## src/rtl/cfo_accum_pkg.sv

```systemverilog
package cfo_accum_pkg;

  function automatic int unsigned min3(int unsigned a, int unsigned b, int unsigned c);
    int unsigned m;
    m = (a < b) ? a : b;
    return (m < c) ? m : c;
  endfunction

endpackage

```

## src/rtl/cfo_lane_select.sv

```systemverilog
module cfo_lane_select #(
  parameter int MAX_PATHS = 4,
  parameter int NSS_W     = 3
) (
  input  logic [NSS_W-1:0]     nss_i,
  input  logic [NSS_W-1:0]     act_i,
  output logic [MAX_PATHS-1:0] lane_en_o
);
  import cfo_accum_pkg::*;

  logic [NSS_W-1:0] eff;

  always_comb begin
    eff = NSS_W'(min3(int'(nss_i), int'(act_i), MAX_PATHS));
  end

  for (genvar i = 0; i < MAX_PATHS; i++) begin : g_en
    assign lane_en_o[i] = (eff > NSS_W'(i));
  end

  always_comb begin
    a_r4_lane_limit: assert ($countones(lane_en_o) <= int'(nss_i) &&
                             $countones(lane_en_o) <= int'(act_i));
  end

endmodule

```

## src/rtl/cfo_path_lane.sv

```systemverilog
module cfo_path_lane #(
  parameter int OFS_W = 8,
  parameter int SUM_W = 24,
  parameter int CNT_W = 16
) (
  input  logic             clk_i,
  input  logic             rst_ni,
  input  logic             clr_i,
  input  logic             acc_i,
  input  logic [OFS_W-1:0] ofs_i,
  output logic [SUM_W-1:0] sum_o,
  output logic [CNT_W-1:0] cnt_o
);
  localparam logic [SUM_W-1:0] SMAX = {1'b0, {(SUM_W-1){1'b1}}};
  localparam logic [SUM_W-1:0] SMIN = {1'b1, {(SUM_W-1){1'b0}}};
  localparam logic [CNT_W-1:0] CMAX = '1;

  logic [SUM_W-1:0] sum_q, sum_d, base_sum;
  logic [CNT_W-1:0] cnt_q, cnt_d, base_cnt;
  logic [SUM_W:0]   wide;

  always_comb begin
    // clear first, then the packet's contribution
    base_sum = clr_i ? '0 : sum_q;
    base_cnt = clr_i ? '0 : cnt_q;
    wide = {base_sum[SUM_W-1], base_sum} +
           {{(SUM_W+1-OFS_W){ofs_i[OFS_W-1]}}, ofs_i};
    sum_d = base_sum;
    cnt_d = base_cnt;
    if (acc_i) begin
      if (wide[SUM_W] != wide[SUM_W-1]) sum_d = wide[SUM_W] ? SMIN : SMAX;
      else                              sum_d = wide[SUM_W-1:0];
      if (base_cnt != CMAX) cnt_d = base_cnt + 1'b1;
    end
  end

  always_ff @(posedge clk_i or negedge rst_ni) begin
    if (!rst_ni) begin
      sum_q <= '0;
      cnt_q <= '0;
    end else begin
      sum_q <= sum_d;
      cnt_q <= cnt_d;
    end
  end

  assign sum_o = sum_q;
  assign cnt_o = cnt_q;

  a_r2_idle_hold: assert property (@(posedge clk_i) disable iff (!rst_ni)
    (!clr_i && !acc_i) |=> ($stable(sum_o) && $stable(cnt_o)));
  a_r7_clear_zero: assert property (@(posedge clk_i) disable iff (!rst_ni)
    (clr_i && !acc_i) |=> (sum_o == '0 && cnt_o == '0));
  a_r8_clear_then_add: assert property (@(posedge clk_i) disable iff (!rst_ni)
    (clr_i && acc_i) |=> (cnt_o == CNT_W'(1)));
  a_r10_cnt_sat: assert property (@(posedge clk_i) disable iff (!rst_ni)
    (!clr_i && cnt_o == CMAX) |=> (cnt_o == CMAX));
  a_r9_sum_sat_pos: assert property (@(posedge clk_i) disable iff (!rst_ni)
    (!clr_i && acc_i && !ofs_i[OFS_W-1] && sum_o == SMAX) |=> (sum_o == SMAX));
  a_r9_sum_sat_neg: assert property (@(posedge clk_i) disable iff (!rst_ni)
    (!clr_i && acc_i && ofs_i[OFS_W-1] && sum_o == SMIN) |=> (sum_o == SMIN));

endmodule

```

## src/rtl/cfo_pkt_counter.sv

```systemverilog
module cfo_pkt_counter #(
  parameter int PKT_W = 32
) (
  input  logic             clk_i,
  input  logic             rst_ni,
  input  logic             inc_i,
  output logic [PKT_W-1:0] cnt_o
);
  localparam logic [PKT_W-1:0] PMAX = '1;

  logic [PKT_W-1:0] cnt_q;

  always_ff @(posedge clk_i or negedge rst_ni) begin
    if (!rst_ni)       cnt_q <= '0;
    else if (inc_i)    cnt_q <= (cnt_q == PMAX) ? '0 : cnt_q + 1'b1;
  end

  assign cnt_o = cnt_q;

  a_r6_hold: assert property (@(posedge clk_i) disable iff (!rst_ni)
    !inc_i |=> $stable(cnt_o));
  a_r6_wrap: assert property (@(posedge clk_i) disable iff (!rst_ni)
    (inc_i && cnt_o == PMAX) |=> (cnt_o == '0));

endmodule

```

## src/rtl/cfo_accum.sv

```systemverilog
module cfo_accum #(
  parameter int MAX_PATHS = 4,
  parameter int OFS_W     = 8,
  parameter int SUM_W     = 24,
  parameter int CNT_W     = 16,
  parameter int PKT_W     = 32,
  parameter int NSS_W     = $clog2(MAX_PATHS + 1)
) (
  input  logic                       clk_i,
  input  logic                       rst_ni,
  input  logic                       en_i,
  input  logic                       pkt_valid_i,
  input  logic                       pkt_match_i,
  input  logic [NSS_W-1:0]           nss_i,
  input  logic [NSS_W-1:0]           act_paths_i,
  input  logic [MAX_PATHS*OFS_W-1:0] ofs_i,
  input  logic                       clear_i,
  output logic [MAX_PATHS*SUM_W-1:0] sum_o,
  output logic [MAX_PATHS*CNT_W-1:0] cnt_o,
  output logic [PKT_W-1:0]           pkt_cnt_o
);
  logic                 qual;
  logic [MAX_PATHS-1:0] lane_en;
  logic [MAX_PATHS-1:0] lane_acc;

  assign qual = en_i & pkt_valid_i & pkt_match_i;

  cfo_lane_select #(.MAX_PATHS(MAX_PATHS), .NSS_W(NSS_W)) u_sel (
    .nss_i     (nss_i),
    .act_i     (act_paths_i),
    .lane_en_o (lane_en)
  );

  for (genvar i = 0; i < MAX_PATHS; i++) begin : g_lane
    assign lane_acc[i] = qual & lane_en[i];
    cfo_path_lane #(.OFS_W(OFS_W), .SUM_W(SUM_W), .CNT_W(CNT_W)) u_lane (
      .clk_i  (clk_i),
      .rst_ni (rst_ni),
      .clr_i  (clear_i),
      .acc_i  (lane_acc[i]),
      .ofs_i  (ofs_i[i*OFS_W +: OFS_W]),
      .sum_o  (sum_o[i*SUM_W +: SUM_W]),
      .cnt_o  (cnt_o[i*CNT_W +: CNT_W])
    );
  end

  cfo_pkt_counter #(.PKT_W(PKT_W)) u_pkt (
    .clk_i  (clk_i),
    .rst_ni (rst_ni),
    .inc_i  (qual),
    .cnt_o  (pkt_cnt_o)
  );

  a_r3_gate: assert property (@(posedge clk_i) disable iff (!rst_ni)
    !qual |-> (lane_acc == '0));
  a_r6_count_step: assert property (@(posedge clk_i) disable iff (!rst_ni)
    (qual && pkt_cnt_o != '1) |=> (pkt_cnt_o == $past(pkt_cnt_o) + 1'b1));

endmodule

```

## config.mk

```make
export PLATFORM = sky130hd
export DESIGN_NAME = cfo_accum
export DESIGN_NICKNAME = d
export VERILOG_FILES = /design/src/rtl/cfo_accum_pkg.sv /design/src/rtl/cfo_lane_select.sv /design/src/rtl/cfo_path_lane.sv /design/src/rtl/cfo_pkt_counter.sv /design/src/rtl/cfo_accum.sv
export SDC_FILE = /design/constraint.sdc
export NUM_CORES = 1
export LEC_CHECK = 0
export CAP_MARGIN = 10
export CORE_MARGIN = 1.5
export CORE_UTILIZATION = 60
export CTS_CLUSTER_SIZE = 24
export DETAILED_ROUTE_END_ITERATION = 8
export DONT_BUFFER_PORTS = 1
export PLACE_DENSITY = 0.76
export SETUP_SLACK_MARGIN = 0.2
export SYNTH_ARGS = -nofsm -noshare
export SYNTH_HDL_FRONTEND = slang
export SYNTH_SLANG_ARGS = --single-unit
```

## constraint.sdc

```tcl
create_clock -name clk_i -period 6.55 [get_ports clk_i]
set_input_delay 1.31 -clock clk_i [delete_from_list [all_inputs] [get_ports clk_i]]
set_output_delay 1.31 -clock clk_i [all_outputs]
set_load 0.01 [all_outputs]
```

# --- Yosys cells after proc, flatten, opt, wreduce, memory -nomap -nowiden ---
# Index checks and enable logic that the tools add are counted.
op_classes:
  addsub: 9
  n_lt_le_gt_ge: 6
  eq_ne: 9
  n_mux: 31
  bitwise: 6
ops:
  columns: ["operator", "count"]
  rows:
  - ["$mux W24", 16]
  - ["$mux W16", 12]
  - ["$add A24 B8 Y25", 4]
  - ["$add A16 B1 Y16 const B", 4]
  - ["$ne A16 B16 Y1 const B", 4]
  - ["$add A32 B1 Y32 const B", 1]
  - ["$eq A32 B32 Y1 const B", 1]
  - ["$lt A32 B3 Y1 const B", 1]
  - ["$mux W32", 1]
  - ["$and A1 B1 Y1", 6]
  - ["$gt A3 B1 Y1 const B", 2]
  - ["$gt A3 B2 Y1 const B", 2]
  - ["$mux W3", 2]
  - ["$ne A1 B1 Y1", 4]
  - ["$lt A3 B3 Y1", 1]
totals:
  register_bits: 192
  in_bits: 44
  out_inout_bits: 192
  wordCells: 70

# --- Depth between registers and ports, before layout ---
# Gate-level depths: netlist (run 1).
depth:
  depth_word: 7
  mapped_depth: 18
  depth_no_buf: 14

# --- By module ---
# From an unflattened synthesis (run 1), not the netlist that was laid out.
hier_totals:
  cells_unflattened: 1663
  area_unflattened_um2: 14606.5
modules_own_cells:
  columns: ["mod", "n_inst", "cells_per_inst", "area_each_um2"]
  rows:
  - ["cfo_path_lane (g_lane[1].u_lane ...)", 3, 368, 3188.1]
  - ["cfo_path_lane (g_lane[0].u_lane)", 1, 359, 3174.3]
  - ["cfo_pkt_counter", 1, 176, 1665.3]
  - ["cfo_lane_select", 1, 19, 160.2]
  - ["cfo_accum", 1, 5, 42.5]

# --- Worst setup path before layout (run 1) ---
# OpenSTA, ideal clock, no wires.
synth_path:
  kind: "input -> register"
  startpoint: "input clear_i"
  endpoint: "register g_lane[1].u_lane.sum_q[3]"
  arrival_ns: 4.650
  path_slack_ns: 1.760
  path_stages: 17
  n_path_buf: 6
  path_cell_list: "clkbuf_1 clkbuf_1 clkbuf_1 clkbuf_1 nor2_1 ha_1 buf_2 and4_1 and4_1 and2_1 a221o_1 o211ai_2 a31oi_1 or2_1 nand2_2 buf_6 o32ai_1"
synth_via:
  elab_chain_len: 5
  word_cells_on_any_way: 6
  classes_between: "add/sub (1); eq/ne (1); mux (4)"
synth_lines:
  columns: ["element", "line_no", "rtl"]
  rows:
  - ["start: declaration", "cfo_accum.sv:17", "input logic clear_i,"]
  - ["$mux W24 *", "cfo_path_lane.sv:24", "base_sum = clr_i ? '0 : sum_q;"]
  - ["$add A24 B8 Y25", "cfo_path_lane.sv:26", "wide = {base_sum[SUM_W-1], base_sum} +"]
  - ["$mux W24 / $ne A1 B1 Y1 (equally long branches)", "cfo_path_lane.sv:31", "if (wide[SUM_W] != wide[SUM_W-1]) sum_d = wide[SUM_W] ? SMIN : SMAX;"]
  - ["$mux W24", "cfo_path_lane.sv:31", null]
  - ["$mux W24 *", "cfo_path_lane.sv:30", "if (acc_i) begin"]
  - ["named net g_lane[1].u_lane.sum_d[3]", "cfo_path_lane.sv:18", "logic [SUM_W-1:0] sum_q, sum_d, base_sum;"]
  - ["end signal: assignment", "cfo_path_lane.sv:42", "sum_q <= sum_d;"]
  - ["end: declaration", "cfo_path_lane.sv:18", null]
# Mark *: on every way through the listed nets, which the timed path passes. The rest lies on a longest branch.
# A chain may end at the register's enable or synchronous reset.

# --- Worst setup path in the final report (run 1) ---
layout_path:
  startpoint: "input clear_i"
  endpoint: "register g_lane[0].u_lane.sum_q[8]"
layout_via:
  elab_chain_len: 5
  word_cells_on_any_way: 6
  classes_between: "add/sub (1); eq/ne (1); mux (4)"
layout_lines:
  columns: ["element", "line_no"]
  rows:
  - ["$mux W24 *", "cfo_path_lane.sv:24"]
  - ["$add A24 B8 Y25", "cfo_path_lane.sv:26"]
  - ["$mux W24 / $ne A1 B1 Y1 (equally long branches)", "cfo_path_lane.sv:31"]
  - ["$mux W24", "cfo_path_lane.sv:31"]
  - ["$mux W24 *", "cfo_path_lane.sv:30"]
  - ["named net g_lane[0].u_lane.sum_d[8]", "cfo_path_lane.sv:18"]
  - ["end signal: assignment", "cfo_path_lane.sv:42"]
  - ["end: declaration", "cfo_path_lane.sv:18"]
# Marks and branches as above.

==> qor.csv, run 1 <==
metric,value,unit
synth_top_area_share,33.8,%
pre_cts_ws,1.79,ns
clock_path_buffers,2,
gp_congestion,0.889,
diodes,0,
cts_made_buffers,17,
io_pins,236,
syn_area,14200,um^2
finalNetCount,1766,
wl,34.5,mm
yosys-top-cells-area,"dfrtp_1 (34%), ha_1 (9.2%), xnor2_1 (5.1%)",
cts_tree,done,
power_frac_seq,46.4,%
crit_path_end,g_lane[0].u_lane.sum_o[8],
syn_to_final_growth,5.38,%
critPathMaxFanout,189,
hold_start,u_pkt.cnt_o[27],
fin_ws,1.97,ns
portBuffers,0,
grtUsageMet1,35.7,%
path_cells,"nor2b_1, ha_1, inv_1, fa_1, nand2b_1, a21oi_1, o32ai_2, o211ai_1, a41oi_1, o21ai_1, and3_1, o21ai_0, o21ai_0",
antenna_found_initial,0,
die_area,24600,um^2
p_leak,6.92,nW
worstSetupStartpoint,clear_i,
setup_viol_count_final,0,
top_usage_layer,met2,
cts-root-buf,clkbuf_16,
coreArea,23300,um^2
p_comb_share,16.5,%
htreeDepth,4,
internal_power,1.95,mW
ant_nets,0,
grt_max_degree,193,
synth_top_family_by_area,simple AND/OR/NAND/NOR gates,
total_power,2.82,mW
drtIter0Drc,750,
drcViolationCount,0,
clk_pin_slew,0.08,ns
synth_fp_nets,1806,
post_cts_resized,0,
netlist_instances,1654,
layout_commonest_cell,dfrtp_1,
cp_slowest_cell,and3_1,
finalMaxSlewViolations,0,
numClockSinks,192,
via_per_inst,6.09,
drive_gt1_share,4.49,%
grt_setup_unrepaired,false,
grt_pass1_wl,56.0,mm
synth_cell_types,83,
p_clk_share,37.1,%
slew_headroom,33.0,%
die_y,157,um
vdd_drop_max,123,uV
skew,0.0167,ns
fmax,218,MHz
end_kind,flop,
rows,56,
max_stage_delay,0.76,ns
avgSynthCellArea,8.58,um^2
route.vias.total,11842,
reg2regPathDepth,13,
period_needed,4.58,ns
pwr_density_cell,189,nW/um^2
grt_overflow,0,
ctsHoldBuffers,0,
worst_pin_slew,1.00,ns
clkLatencyLatePin,0.44,ns
cap_viol_max_count,0,
r2r_slack,2.64,ns
status,"finished, final reports clean",
worstSetupStartpointType,primary input,
worstPathRequired,6.90,ns
grt_pass1_vias,11142,
yosys.area_share.simple,22.6,%
rr_endpoint,g_lane[0].u_lane.sum_o[8],
cp_common_cell,o21ai_0,
synth.area.mux_share,0.820,%
ys.flop_type,dfrtp_1,
ys_ff_latch,192,
grt_util_met3,7.95,%
synth-xor-area-share,8.45,%
synth_warnings,0,
firstDrtPassIters,5,
fin_crit_sh,69.9,%
dieWidth,157,um
synthAdderAreaFrac,9.73,%
cts_setup_buffers,0,
worst-setup-path-type,in2reg,
min_path_type,reg2reg,
synth-seq-area-share,33.8,%
swShare,30.9,%
initial_utilization,60.8,%
final_cell_mix,"dfrtp_1 (192), nor2_1 (160), nand2_1 (143)",
synth_edf_count,0,
synth_top_cell_by_area,dfrtp_1,
hpwl,24.4,mm
timing.final.hold_violations,0,
synth_compound_area_share,21.0,%
routedWlPerCell,17.7,um
r2r-start,g_lane[0].u_lane.sum_o[0],
worstPathArrival,4.92,ns
grt_use_total,28.1,%
power.switching,0.871,mW
grtUsageMet2,45.6,%
fin_setup_tns,0,ns
ys_async_sr_fraction,100,%
## layout make-up
cell class / count / area (um^2)
multi-input combinational: 1340 / 8910
fill: 2041 / 8370
sequential: 192 / 4800
clock buffer: 17 / 425
tap: 319 / 399
inverter: 58 / 218
clock inverter: 15 / 168
timing repair buffer: 5 / 37.5
## state kept, by name, summed over array words and instances (netlist names)
signal / cells
g_lane.u_lane.sum_o: 96
g_lane.u_lane.cnt_o: 64
u_pkt.cnt_o: 32
## layer usage
| layer | wire (um) | vias to the layer above |
|---|---|---|
| li1 | - | 5854 |
| met1 | 15100 | 5665 |
| met2 | 16000 | 269 |
| met3 | 2550 | 54 |
| met4 | 828 | 0 |
| met5 | 0 | - |
## how the worst min path moves through the flow
stage	to	slack (ns)	depth (start not counted)
6_report	u_pkt.cnt_o[27]	0.55	1
5_1_grt	g_lane[3].u_lane.sum_o[17]	0.55	0
4_1_cts	g_lane[3].u_lane.sum_o[17]	0.55	0
3_5_place_dp	u_pkt.cnt_o[27]	0.54	1
3_3_place_gp	u_pkt.cnt_o[27]	0.54	1
2_1_floorplan	u_pkt.cnt_o[27]	0.51	1
## logic make-up (layout without fill, tap and decap cells)
| kind of cell | Yosys count | after routing |
|---|---|---|
| mux | 10 | 10 |
| flops | 192 | 192 |
| xor+xnor | 137 | 137 |
| fa+ha+maj | 108 | 108 |
| compound gates | 451 | 451 |
| simple gates | 634 | 634 |
| buf+inv | 122 | 95 |
## synth_stat cells (6+ instances only)
master and n:
xnor2_1 82, a21oi_1 121, o21ai_1 39, clkbuf_1 44, ha_1 104, nand2b_1 35, buf_2 15, dfrtp_1 192
inv_1 58, o21ai_0 63, a2bb2oi_1 21, a31oi_1 19, o21bai_1 10, and2_1 9, o21a_1 19, or3_1 15
a211oi_1 12, o32ai_1 22, nor2b_1 103, mux2_2 6, xor2_1 55, nor2_1 161, nand3_1 47, a21o_1 43
nor3_1 20, nand2_1 143, a211o_1 8, o211ai_1 17, and3_1 19, and4_1 12, nand4_1 33, nor3b_1 6
## worst max-delay path, delay by kind of cell
| family | cells | cell delay (ns) |
|---|---|---|
| AO/OA/AOI/OAI | 7 | 1.57 |
| AND/OR/NAND/NOR | 3 | 1.20 |
| adder cells (fa/ha/maj) | 2 | 0.60 |
| buffers and inverters | 1 | 0.07 |
## power by group through the flow
stage	logic [mW]	clock network [mW]	registers, mW
after global routing	0.524	1.11	1.31
after detailed placement	0.460	0	1.33
after floorplan	0.401	0	1.31
final	0.467	1.04	1.31
after global placement	0.447	0	1.33
after CTS	0.463	1.07	1.31
## metrics by stage
stage	cell area, um^2	instances	hold slack (ns)	utilization, %
3_5_place_dp	14400	1914	0.541	61.6
3_3_place_gp	14400	1914	0.535	61.6
6_report	15000	1946	0.548	64.1
4_1_cts	15000	1946	0.548	64.1
2_1_floorplan	14200	1654	0.514	-
5_1_grt	15000	1946	0.546	64.1
Power figures use the tool's default switching activity.
==> run 2: changes to the inputs <==
--- a/config.mk
+++ b/config.mk
@@ -7,11 +7,11 @@
 export LEC_CHECK = 0
 export CAP_MARGIN = 10
 export CORE_MARGIN = 1.5
-export CORE_UTILIZATION = 60
+export CORE_UTILIZATION = 59
 export CTS_CLUSTER_SIZE = 24
 export DETAILED_ROUTE_END_ITERATION = 8
 export DONT_BUFFER_PORTS = 1
-export PLACE_DENSITY = 0.76
+export PLACE_DENSITY = 0.78
 export SETUP_SLACK_MARGIN = 0.2
 export SYNTH_ARGS = -nofsm -noshare
 export SYNTH_HDL_FRONTEND = slang
==> constraint.sdc (replaced) <==
create_clock -name clk_i -period 3.75 [get_ports clk_i]
set_input_delay 0.75 -clock clk_i [delete_from_list [all_inputs] [get_ports clk_i]]
set_output_delay 0.75 -clock clk_i [all_outputs]
set_load 0.01 [all_outputs]
==> qor.csv, run 2 (synthesized netlist as in run 1, its figures left out) <==
metric,value,unit,change
cp_common_cell,o21ai_0,,
cts_made_buffers,17,,unchanged
p_comb_share,17.7,%,+1.2 points
initial_utilization,60.3,%,-0.54 points
route.vias.total,12163,,+2.7%
finish.utilization,65.1,%,+0.95 points
vdd_drop_max,289,uV,+140%
max_stage_delay,0.41,ns,-0.35 ns
finalNetCount,1787,,+1.2%
numClockSinks,192,,unchanged
firstDrtPassIters,5,,unchanged
clk_pin_slew,0.09,ns,about the same
fmax,304,MHz,
drive_gt1_share,6.55,%,+2.1 points
hpwl,25.5,mm,+4.4%
syn_to_final_growth,7.90,%,
cts_tree,done,,
die_y,158,um,+0.83%
cts-root-buf,clkbuf_16,,
routedWlPerCell,18.5,um,+4.3%
slew_headroom,48.5,%,+16 points
path_cells,"nor2b_2, ha_2, inv_1, fa_1, nand2b_4, a21oi_4, o32ai_2, o211ai_1, a41oi_2, o21ai_1, and3_4, o21ai_0, o21ai_0",,
final_cell_mix,"dfrtp_1 (192), nor2_1 (158), nand2_1 (143)",,
antenna_found_initial,1,,+1
clock_path_buffers,2,,unchanged
largest_register_ffs,96,,unchanged
cap_viol_max_count,0,,unchanged
worst_pin_slew,0.770,ns,-0.234 ns
worstPathRequired,4.12,ns,-2.78 ns
grt_setup_unrepaired,false,,
fin_crit_sh,87.6,%,
clkLatencyLatePin,0.45,ns,about the same
status,"finished, final reports clean",,
fin_setup_tns,0,ns,unchanged
coreArea,23500,um^2,+0.90%
rows,56,,unchanged
worst-setup-path-type,reg2reg,,
finalMaxSlewViolations,0,,unchanged
worstSetupStartpointType,flop,,
worstPathArrival,3.65,ns,-1.27 ns
grt_pass1_vias,11539,,+3.6%
drcViolationCount,0,,unchanged
gp_congestion,0.946,,+6.5%
dieWidth,158,um,+0.83%
cp_slowest_cell,dfrtp_1,,
swShare,32.0,%,+1.1 points
htreeDepth,4,,unchanged
power.switching,1.63,mW,+87%
p_clk_share,37.5,%,+0.4 points
die_area,25000,um^2,+1.7%
grt_pass1_wl,57.6,mm,+2.9%
pwr_density_cell,332,nW/um^2,+76%
grt_max_degree,190,,-1.6%
drtIter0Drc,774,,+3.2%
layout_commonest_cell,dfrtp_1,,
grt_overflow,0,,unchanged
internal_power,3.46,mW,+78%
min_path_type,in2async,,
portBuffers,0,,unchanged
wl,36.4,mm,+5.5%
critPathMaxFanout,22,,-88%
via_per_inst,6.18,,+1.6%
io_pins,236,,unchanged
power_frac_seq,44.9,%,-1.5 points
setup_viol_count_final,0,,unchanged
grt_use_total,28.8,%,+0.70 points
timing.final.hold_violations,0,,unchanged
ant_nets,0,,unchanged
period_needed,3.29,ns,
skew,0.0199,ns,+0.00318 ns
p_leak,7.09,nW,+2.5%
end_kind,flop,,
## run 2: worst max-delay path, delay by kind of cell, from the launching register on
family | cells | cell delay (ns)
flip-flops | 1 | 0.41
AO/OA/AOI/OAI | 7 | 1.40
buffers and inverters | 1 | 0.06
AND/OR/NAND/NOR | 3 | 0.74
adder cells (fa/ha/maj) | 2 | 0.59
## run 2: through the flow
step	hold WS (ns)	power [mW]	instances	setup WS (ns)	instance area, um^2
finish	0.138	5.09	1968	0.464	15300
global route	0.132	5.33	1968	0.226	15300
CTS	0.135	5.12	1967	0.403	15300
detailed placement	0.463	3.15	1930	0.179	14600
global placement	0.463	3.13	1930	0.259	14600
floorplan	0.454	3.02	1654	0.0611	14400
## run 2: cell type report
type / instances / area, um^2
Antenna cell: 1 / 2.50
Clock buffer: 17 / 425
Clock inverter: 15 / 204
Fill cell: 1975 / 8230
Inverter: 58 / 218
Multi-Input combinational cell: 1340 / 9000
Sequential cell: 192 / 4800
Tap cell: 319 / 399
Timing Repair Buffer: 26 / 268
## run 2: power groups by stage
stage	clock network (mW)	logic, mW	registers (mW)
floorplan	0	0.731	2.29
global placement	0	0.809	2.32
detailed placement	0	0.831	2.32
CTS	1.95	0.895	2.28
global route	2.03	1.01	2.30
finish	1.91	0.899	2.28
## run 2: worst paths after layout
kind                                                start                         to  slack, ns  depth (start not counted)
worst max-delay path            g_lane[0].u_lane.sum_o[0]  g_lane[0].u_lane.sum_o[8]       0.46                         13
max in group asynchronous                          rst_ni  g_lane[3].u_lane.cnt_o[7]       3.00                          1
worst min register to register             u_pkt.cnt_o[8]             u_pkt.cnt_o[8]       0.56                          1
worst max register to register  g_lane[0].u_lane.sum_o[0]  g_lane[0].u_lane.sum_o[8]       0.46                         13
min in group clk_i                                clear_i  g_lane[1].u_lane.cnt_o[5]       0.37                          1
worst min-delay path                               rst_ni  g_lane[3].u_lane.cnt_o[6]       0.14                          1
## run 2: what timing repair did
item / in CTS / in global routing
hold endpoints to repair: 95 / 0
resized for setup: 0 / 1
setup endpoints to repair: 0 / 1
hold buffers: 5 / 0
buffers inserted: 0 / 0
## run 2: routing by layer
layer / global-route usage (%) / up-vias / routed length, um
li1: - / 5893 / -
met1: 36.0 / 5868 / 15500
met2: 48.6 / 354 / 17400
met3: 7.88 / 48 / 2790
met4: 8.06 / 0 / 704
met5: 0 / - / 0
